### src/rtl/fc_pkg.sv
package fc_pkg;

  // Strobes from the range controller to the edge datapath.
  typedef struct packed {
    logic clear;    // zero the transition counter
    logic countEn;  // gate window open
  } fcStrobe_t;

  typedef enum logic [1:0] {
    ST_CLEAR = 2'd0,
    ST_OPEN  = 2'd1,
    ST_EVAL  = 2'd2
  } fcState_t;

endpackage

### src/rtl/fc_edge_datapath.sv
module fc_edge_datapath
  import fc_pkg::*;
#(
  parameter int SAMPLE_DIV = 12,
  parameter int CNT_W      = 16
) (
  input  logic             clk,
  input  logic             rst,
  input  logic             sigIn,
  input  fcStrobe_t        strb,
  output logic [CNT_W-1:0] edgeCount
);

  localparam int DIV_W = (SAMPLE_DIV > 1) ? $clog2(SAMPLE_DIV) : 1;
  localparam logic [DIV_W-1:0] DIV_LAST = DIV_W'(SAMPLE_DIV - 1);
  localparam logic [CNT_W-1:0] CNT_MAX  = '1;

  logic [DIV_W-1:0] divCnt;
  logic             sampleTick;
  logic             lastSample;
  logic             fallEdge;

  assign sampleTick = (divCnt == DIV_LAST);

  always_ff @(posedge clk) begin
    if (rst)             divCnt <= '0;
    else if (sampleTick) divCnt <= '0;
    else                 divCnt <= divCnt + 1'b1;
  end

  always_ff @(posedge clk) begin
    if (rst)             lastSample <= 1'b0;
    else if (sampleTick) lastSample <= sigIn;
  end

  // Previous sample high and current sample low.
  assign fallEdge = sampleTick && lastSample && !sigIn;

  always_ff @(posedge clk) begin
    if (rst)
      edgeCount <= '0;
    else if (strb.clear)
      edgeCount <= '0;
    else if (strb.countEn && fallEdge && (edgeCount != CNT_MAX))
      edgeCount <= edgeCount + 1'b1;
  end


  cnt_saturate_chk: assert property (@(posedge clk) disable iff (rst)
    (edgeCount == CNT_MAX && !strb.clear) |=> (edgeCount == CNT_MAX));


  edge_step_chk: assert property (@(posedge clk) disable iff (rst)
    !strb.clear |=> (edgeCount == $past(edgeCount) ||
                     edgeCount == $past(edgeCount) + 1'b1));


  gate_closed_chk: assert property (@(posedge clk) disable iff (rst)
    (!strb.countEn && !strb.clear) |=> (edgeCount == $past(edgeCount)));

endmodule

### src/rtl/fc_range_ctrl.sv
module fc_range_ctrl
  import fc_pkg::*;
#(
  parameter int BASE_GATE  = 120000,
  parameter int NUM_RANGES = 3,
  parameter int MIN_COUNT  = 100,
  parameter int CNT_W      = 16,
  parameter int RANGE_W    = 2
) (
  input  logic               clk,
  input  logic               rst,
  input  logic [CNT_W-1:0]   edgeCount,
  output fcStrobe_t          strb,
  output logic [CNT_W-1:0]   measCount,
  output logic [RANGE_W-1:0] measRange,
  output logic               measValid,
  output logic               periodReq
);

  localparam int unsigned GATE_MAX = BASE_GATE * (10 ** (NUM_RANGES - 1));
  localparam int TMR_W = (GATE_MAX > 2) ? $clog2(GATE_MAX) : 1;
  localparam logic [RANGE_W-1:0] LAST_RANGE = RANGE_W'(NUM_RANGES - 1);
  localparam logic [CNT_W-1:0]   MIN_CNT    = CNT_W'(MIN_COUNT);

  fcState_t           state;
  logic [RANGE_W-1:0] rangeIdx;
  logic [TMR_W-1:0]   gateTmr;
  logic               enough;

  function automatic logic [TMR_W-1:0] gateLast(input logic [RANGE_W-1:0] r);
    int unsigned g = BASE_GATE;
    for (int i = 0; i < NUM_RANGES - 1; i++)
      if (i < int'(r)) g = g * 10;
    return TMR_W'(g - 1);
  endfunction

  assign enough       = (edgeCount >= MIN_CNT);
  assign strb.clear   = (state == ST_CLEAR);
  assign strb.countEn = (state == ST_OPEN);

  always_ff @(posedge clk) begin
    if (rst) begin
      state     <= ST_CLEAR;
      rangeIdx  <= '0;
      gateTmr   <= '0;
      measCount <= '0;
      measRange <= '0;
      measValid <= 1'b0;
      periodReq <= 1'b0;
    end else begin
      measValid <= 1'b0;
      periodReq <= 1'b0;
      case (state)
        ST_CLEAR: begin
          gateTmr <= gateLast(rangeIdx);
          state   <= ST_OPEN;
        end
        ST_OPEN: begin
          if (gateTmr == '0) state <= ST_EVAL;
          else               gateTmr <= gateTmr - 1'b1;
        end
        ST_EVAL: begin
          state <= ST_CLEAR;
          if (enough) begin
            measValid <= 1'b1;
            measCount <= edgeCount;
            measRange <= rangeIdx;
            rangeIdx  <= '0;
          end else if (rangeIdx == LAST_RANGE) begin
            periodReq <= 1'b1;
            rangeIdx  <= '0;
          end else begin
            rangeIdx  <= rangeIdx + 1'b1;
          end
        end
        default: state <= ST_CLEAR;
      endcase
    end
  end


  valid_digits_chk: assert property (@(posedge clk) disable iff (rst)
    measValid |-> (measCount >= MIN_CNT));


  pulse_excl_chk: assert property (@(posedge clk) disable iff (rst)
    !(measValid && periodReq));


  fallback_last_chk: assert property (@(posedge clk) disable iff (rst)
    periodReq |-> ($past(rangeIdx) == LAST_RANGE));


  restart_chk: assert property (@(posedge clk) disable iff (rst)
    (measValid || periodReq) |-> (rangeIdx == '0));


  widen_chk: assert property (@(posedge clk) disable iff (rst)
    (state == ST_EVAL && !enough && rangeIdx != LAST_RANGE)
      |=> (rangeIdx == $past(rangeIdx) + 1'b1));


  open_after_clear_chk: assert property (@(posedge clk) disable iff (rst)
    strb.clear |=> strb.countEn);

endmodule

### src/rtl/fc_autorange.sv
module fc_autorange
  import fc_pkg::*;
#(
  parameter int SAMPLE_DIV = 12,
  parameter int BASE_GATE  = 120000,
  parameter int NUM_RANGES = 3,
  parameter int MIN_COUNT  = 100,
  parameter int CNT_W      = 16,
  localparam int RANGE_W   = (NUM_RANGES > 1) ? $clog2(NUM_RANGES) : 1
) (
  input  logic               clk,
  input  logic               rst,
  input  logic               sigIn,
  output logic [CNT_W-1:0]   measCount,
  output logic [RANGE_W-1:0] measRange,
  output logic               measValid,
  output logic               periodReq
);

  fcStrobe_t        strb;
  logic [CNT_W-1:0] edgeCount;

  fc_edge_datapath #(
    .SAMPLE_DIV(SAMPLE_DIV),
    .CNT_W     (CNT_W)
  ) u_dp (
    .clk      (clk),
    .rst      (rst),
    .sigIn    (sigIn),
    .strb     (strb),
    .edgeCount(edgeCount)
  );

  fc_range_ctrl #(
    .BASE_GATE (BASE_GATE),
    .NUM_RANGES(NUM_RANGES),
    .MIN_COUNT (MIN_COUNT),
    .CNT_W     (CNT_W),
    .RANGE_W   (RANGE_W)
  ) u_ctrl (
    .clk      (clk),
    .rst      (rst),
    .edgeCount(edgeCount),
    .strb     (strb),
    .measCount(measCount),
    .measRange(measRange),
    .measValid(measValid),
    .periodReq(periodReq)
  );

endmodule

### config.mk
export PLATFORM = sky130hd
export DESIGN_NAME = fc_autorange
export DESIGN_NICKNAME = d
export VERILOG_FILES = /design/src/rtl/fc_pkg.sv /design/src/rtl/fc_edge_datapath.sv /design/src/rtl/fc_range_ctrl.sv /design/src/rtl/fc_autorange.sv
export SDC_FILE = /design/constraint.sdc
export NUM_CORES = 1
export LEC_CHECK = 0
export ABC_AREA = 1
export BUFFER_PORTS_ARGS = -buffer_cell sky130_fd_sc_hd__buf_2
export CORE_MARGIN = 3
export CORE_UTILIZATION = 40
export DETAILED_ROUTE_END_ITERATION = 7
export HOLD_SLACK_MARGIN = 0.03
export SETUP_SLACK_MARGIN = 0.4
export SLEW_MARGIN = 20
export SYNTH_ARGS = -nofsm -noshare
export SYNTH_HDL_FRONTEND = slang
export SYNTH_HIERARCHICAL = 1
export SYNTH_SLANG_ARGS = --single-unit
### constraint.sdc
create_clock -name clk -period 2.2 [get_ports clk]
set_clock_uncertainty 0.1 [all_clocks]
set_input_delay 0.33 -clock clk [delete_from_list [all_inputs] [get_ports clk]]
set_output_delay 0.33 -clock clk [all_outputs]
set_load 0.005 [all_outputs]
==> flow_metrics.tcl <==
set metrics [dict create \
    tns_ns 0 \
    io_pins 23 \
    antenna_found_initial 0 \
    synth_top_area_cell "dfxtp_1" \
    fillers 939 \
    ys_ff_latch 69 \
    intPower_mw 2.14 \
    num_rows 36 \
    worst_pin_slew_ns 0.726 \
    hpwl_um 7170 \
    p_clk_share_pct 36.5 \
    fmax_mhz 556 \
    holdWs_ns 0.147 \
    grt_pass1_wl_um 17100 \
    synthArstFlopShare_pct 0 \
    drtIter0Drc 204 \
    relSlewSlack_pct 51.5 \
    ys_seq_area_share_pct 34.1 \
    overflow 0 \
    nets 695 \
    period_needed_ns 1.80 \
    clk_path_buf_depth 2 \
    io_buffers 22 \
    timing.rr.start "u_ctrl/state[0]" \
    synth.top_cell.area_share_pct 34.1 \
    required_ns 2.34 \
    rr_worst_depth 9 \
    synthesis.area_um2 4050 \
    combPwrFrac_pct 19.4 \
    cts_tree "built" \
    synth_warnings 6 \
    netlist_instances 618 \
    end_kind "flop" \
    synth_fp_nets 624 \
    ys.flop_type "dfxtp_1" \
    grt_max_degree 28 \
    grt_pass1_vias 3644 \
    hold_viol 0 \
    fp.dieW_um 107 \
    ctsRootBufferMaster "clkbuf_8" \
    viasPerCell 5.07 \
    track_usage_pct 18.4 \
    clock_sink_count 69 \
    setup_viol 0 \
    syn2layout_area_growth_pct 29.1 \
    synthTopCellsByArea "dfxtp_1, nand2_1, nor2_1, nand3_1, inv_1" \
    p_sw_share_pct 30.1 \
    drt-pass1-iter-count 5 \
    dieArea_um2 11400 \
    dpl_cell_area_um2 4320 \
    die_height_um 107 \
    power_switching_uw 924 \
    drt_wl_total_um 10900 \
    rr_endpoint "u_dp/edgeCount[13]" \
    drive_above_1_share_pct 30.0 \
    htreeDepth 3 \
    rsz0062_at_grt "yes" \
    status "completed" \
    clock_latency_ns 0.34 \
    crit_fanout 8 \
    p_seq_share_pct 44.1 \
    leakage_nw 2.21 \
    ir_drop_v 0.000270 \
    antenna-diode-count 0 \
    synth-edff-count 0 \
    numCtsBuffers 9 \
    vias 4189 \
    hp-class "in2reg" \
    maxSlewViolCount 0 \
    holdPathStages 2 \
    drv_cap 0 \
    avgSynthCellArea_um2 6.55 \
    critPathLaunchType "flop" \
    hp-start "rst" \
    drc_errors 0 \
    clk_pin_slew_ns 0.08 \
    fin_area_um2 5220 \
    ys_types 40 \
    power.density_nw_per_um2 587 \
    postLayoutCoreUtil_pct 53.2 \
    critical_path_class "reg2reg" \
    wl_per_cell_um 13.2 \
    finalCritPeriodShare_pct 81.7 \
    total_power_mw 3.07 \
    start_util_pct 41.2 \
    min_to "u_ctrl/gateTmr[22]" \
    rrSetupSlack_ns 0.40 \
    finalWeightedCongestion 0.914 \
    core_area_um2 9820 \
    cp.arrival_ns 1.94 \
    final_antenna_net_count 0 \
]
==> through the flow <==
stage / setup WS (ns) / cells
floorplan: 0.417 / 618
global placement: 0.154 / 763
detailed placement: 0.0935 / 763
CTS: 0.406 / 790
global route: 0.294 / 827
finish: 0.403 / 827
==> power by group through the flow <==
stage | clock network [mW] | logic (mW) | registers [mW]
5_1_grt | 1.21 | 0.653 | 1.36
3_3_place_gp | 0 | 0.405 | 1.37
3_5_place_dp | 0 | 0.412 | 1.37
2_1_floorplan | 0 | 0.345 | 1.36
4_1_cts | 1.15 | 0.448 | 1.34
6_report | 1.12 | 0.595 | 1.35
==> kinds of logic after synthesis <==
group | Yosys count | share of synthesized area [%]
XOR/XNOR | 7 | 1.51
flip-flops | 69 | 34.1
adder cells (fa/ha/maj) | 3 | 0.927
AND/OR/NAND/NOR | 357 | 41.8
buffers and inverters | 97 | 10.2
AO/OA/AOI/OAI | 85 | 11.4
==> cells in the final DEF (no fill, tap or decap), types with 2 or more instances in the layout <==
cell        instances
dfxtp_4             3
nand3_4             4
nor2_2             21
buf_6               5
buf_2              22
inv_2               9
o211ai_1            3
dfxtp_2             7
nand2_4            11
or2_2               4
nand2_1           115
nor2_1             88
inv_1              63
nand2_2            12
ha_1                2
o21ai_1            10
nand3b_1            4
inv_4               2
buf_12              2
buf_4              50
xor2_1              5
nor2_4             18
dfxtp_1            59
clkinv_4            2
nor3_1              4
nand3_1            56
a21oi_2             2
a31oi_1             2
o21ai_2             3
clkinvlp_4          3
nand2_8             3
clkbuf_8            9
a21oi_1            44
o21ai_0            16
nand4_1             8
nand3_2             7
==> worst max path at each step <==
stage	from	endpoint	slack, ns	depth (start not counted)
after CTS	u_ctrl/state[1]	u_ctrl/gateTmr[18]	0.41	13
final	u_ctrl/state[0]	u_dp/edgeCount[13]	0.40	9
after global placement	u_ctrl/state[0]	u_dp/edgeCount[12]	0.15	4
after floorplan	u_ctrl/state[1]	u_ctrl/gateTmr[22]	0.42	13
after detailed placement	u_ctrl/state[0]	u_dp/edgeCount[12]	0.09	4
after global routing	u_ctrl/state[0]	u_dp/edgeCount[0]	0.29	8
==> cells in the mapped netlist, types with 3 or more instances <==
cell type  number
nor2_2          6
inv_1          69
nor2_4          9
ha_1            3
o21ai_0        21
nand3_1        62
clkbuf_1       11
nand2_1       126
buf_4           3
buf_2           4
o211ai_1        3
a21oi_1        44
nor2_1        111
nand3_2         4
nand2_2         8
or2_2           4
dfxtp_1        69
nand3b_1        4
o21ai_1         7
xor2_1          5
buf_6           4
nor3_1          5
inv_2           5
nand2_4         3
nand4_1         8
==> state kept, by name (all words and copies together), names as in the netlist <==
signal and cells:
u_ctrl/gateTmr 24, u_ctrl/measCount 16, u_ctrl/measRange 2, u_ctrl/measValid 1
u_ctrl/periodReq 1, u_ctrl/rangeIdx 2, u_ctrl/state 2, u_dp/divCnt 4
u_dp/edgeCount 16, u_dp/lastSample 1
==> metal layers <==
layer	up-vias	GRT usage (%)	part of all wire [%]
met5	-	0	0
met4	0	6.67	1.3
met3	13	3.43	4.7
met2	100	29.2	47
met1	1947	25.0	47
li1	2129	-	-
==> worst max-delay path: stages, from the launching register on <==
cell and delay, ns:
dfxtp_4 0.44, inv_4 0.05, nor2_4 0.20, nand3b_1 0.15, nor2_4 0.28, inv_4 0.13
nor2_1 0.16, nand3_1 0.08, nand2_1 0.06, nor2_1 0.04
==> area by class of cell <==
type	count	area [µm²]	share of cell area, %
Clock buffer	10	149	2.85
Tap cell	133	166	3.19
Sequential cell	69	1400	26.8
Clock inverter	6	70.1	1.34
Inverter	75	299	5.72
Multi-Input combinational cell	455	2560	48.9
Timing Repair Buffer	79	582	11.1
==> timing repair <==
action,in CTS,in global routing
cloned,0,4
hold buffers,0,0
pin swaps,4,32
resized for setup,10,87
setup endpoints to repair,39,43
buffers inserted,11,33
Power figures use the tool's default switching activity.
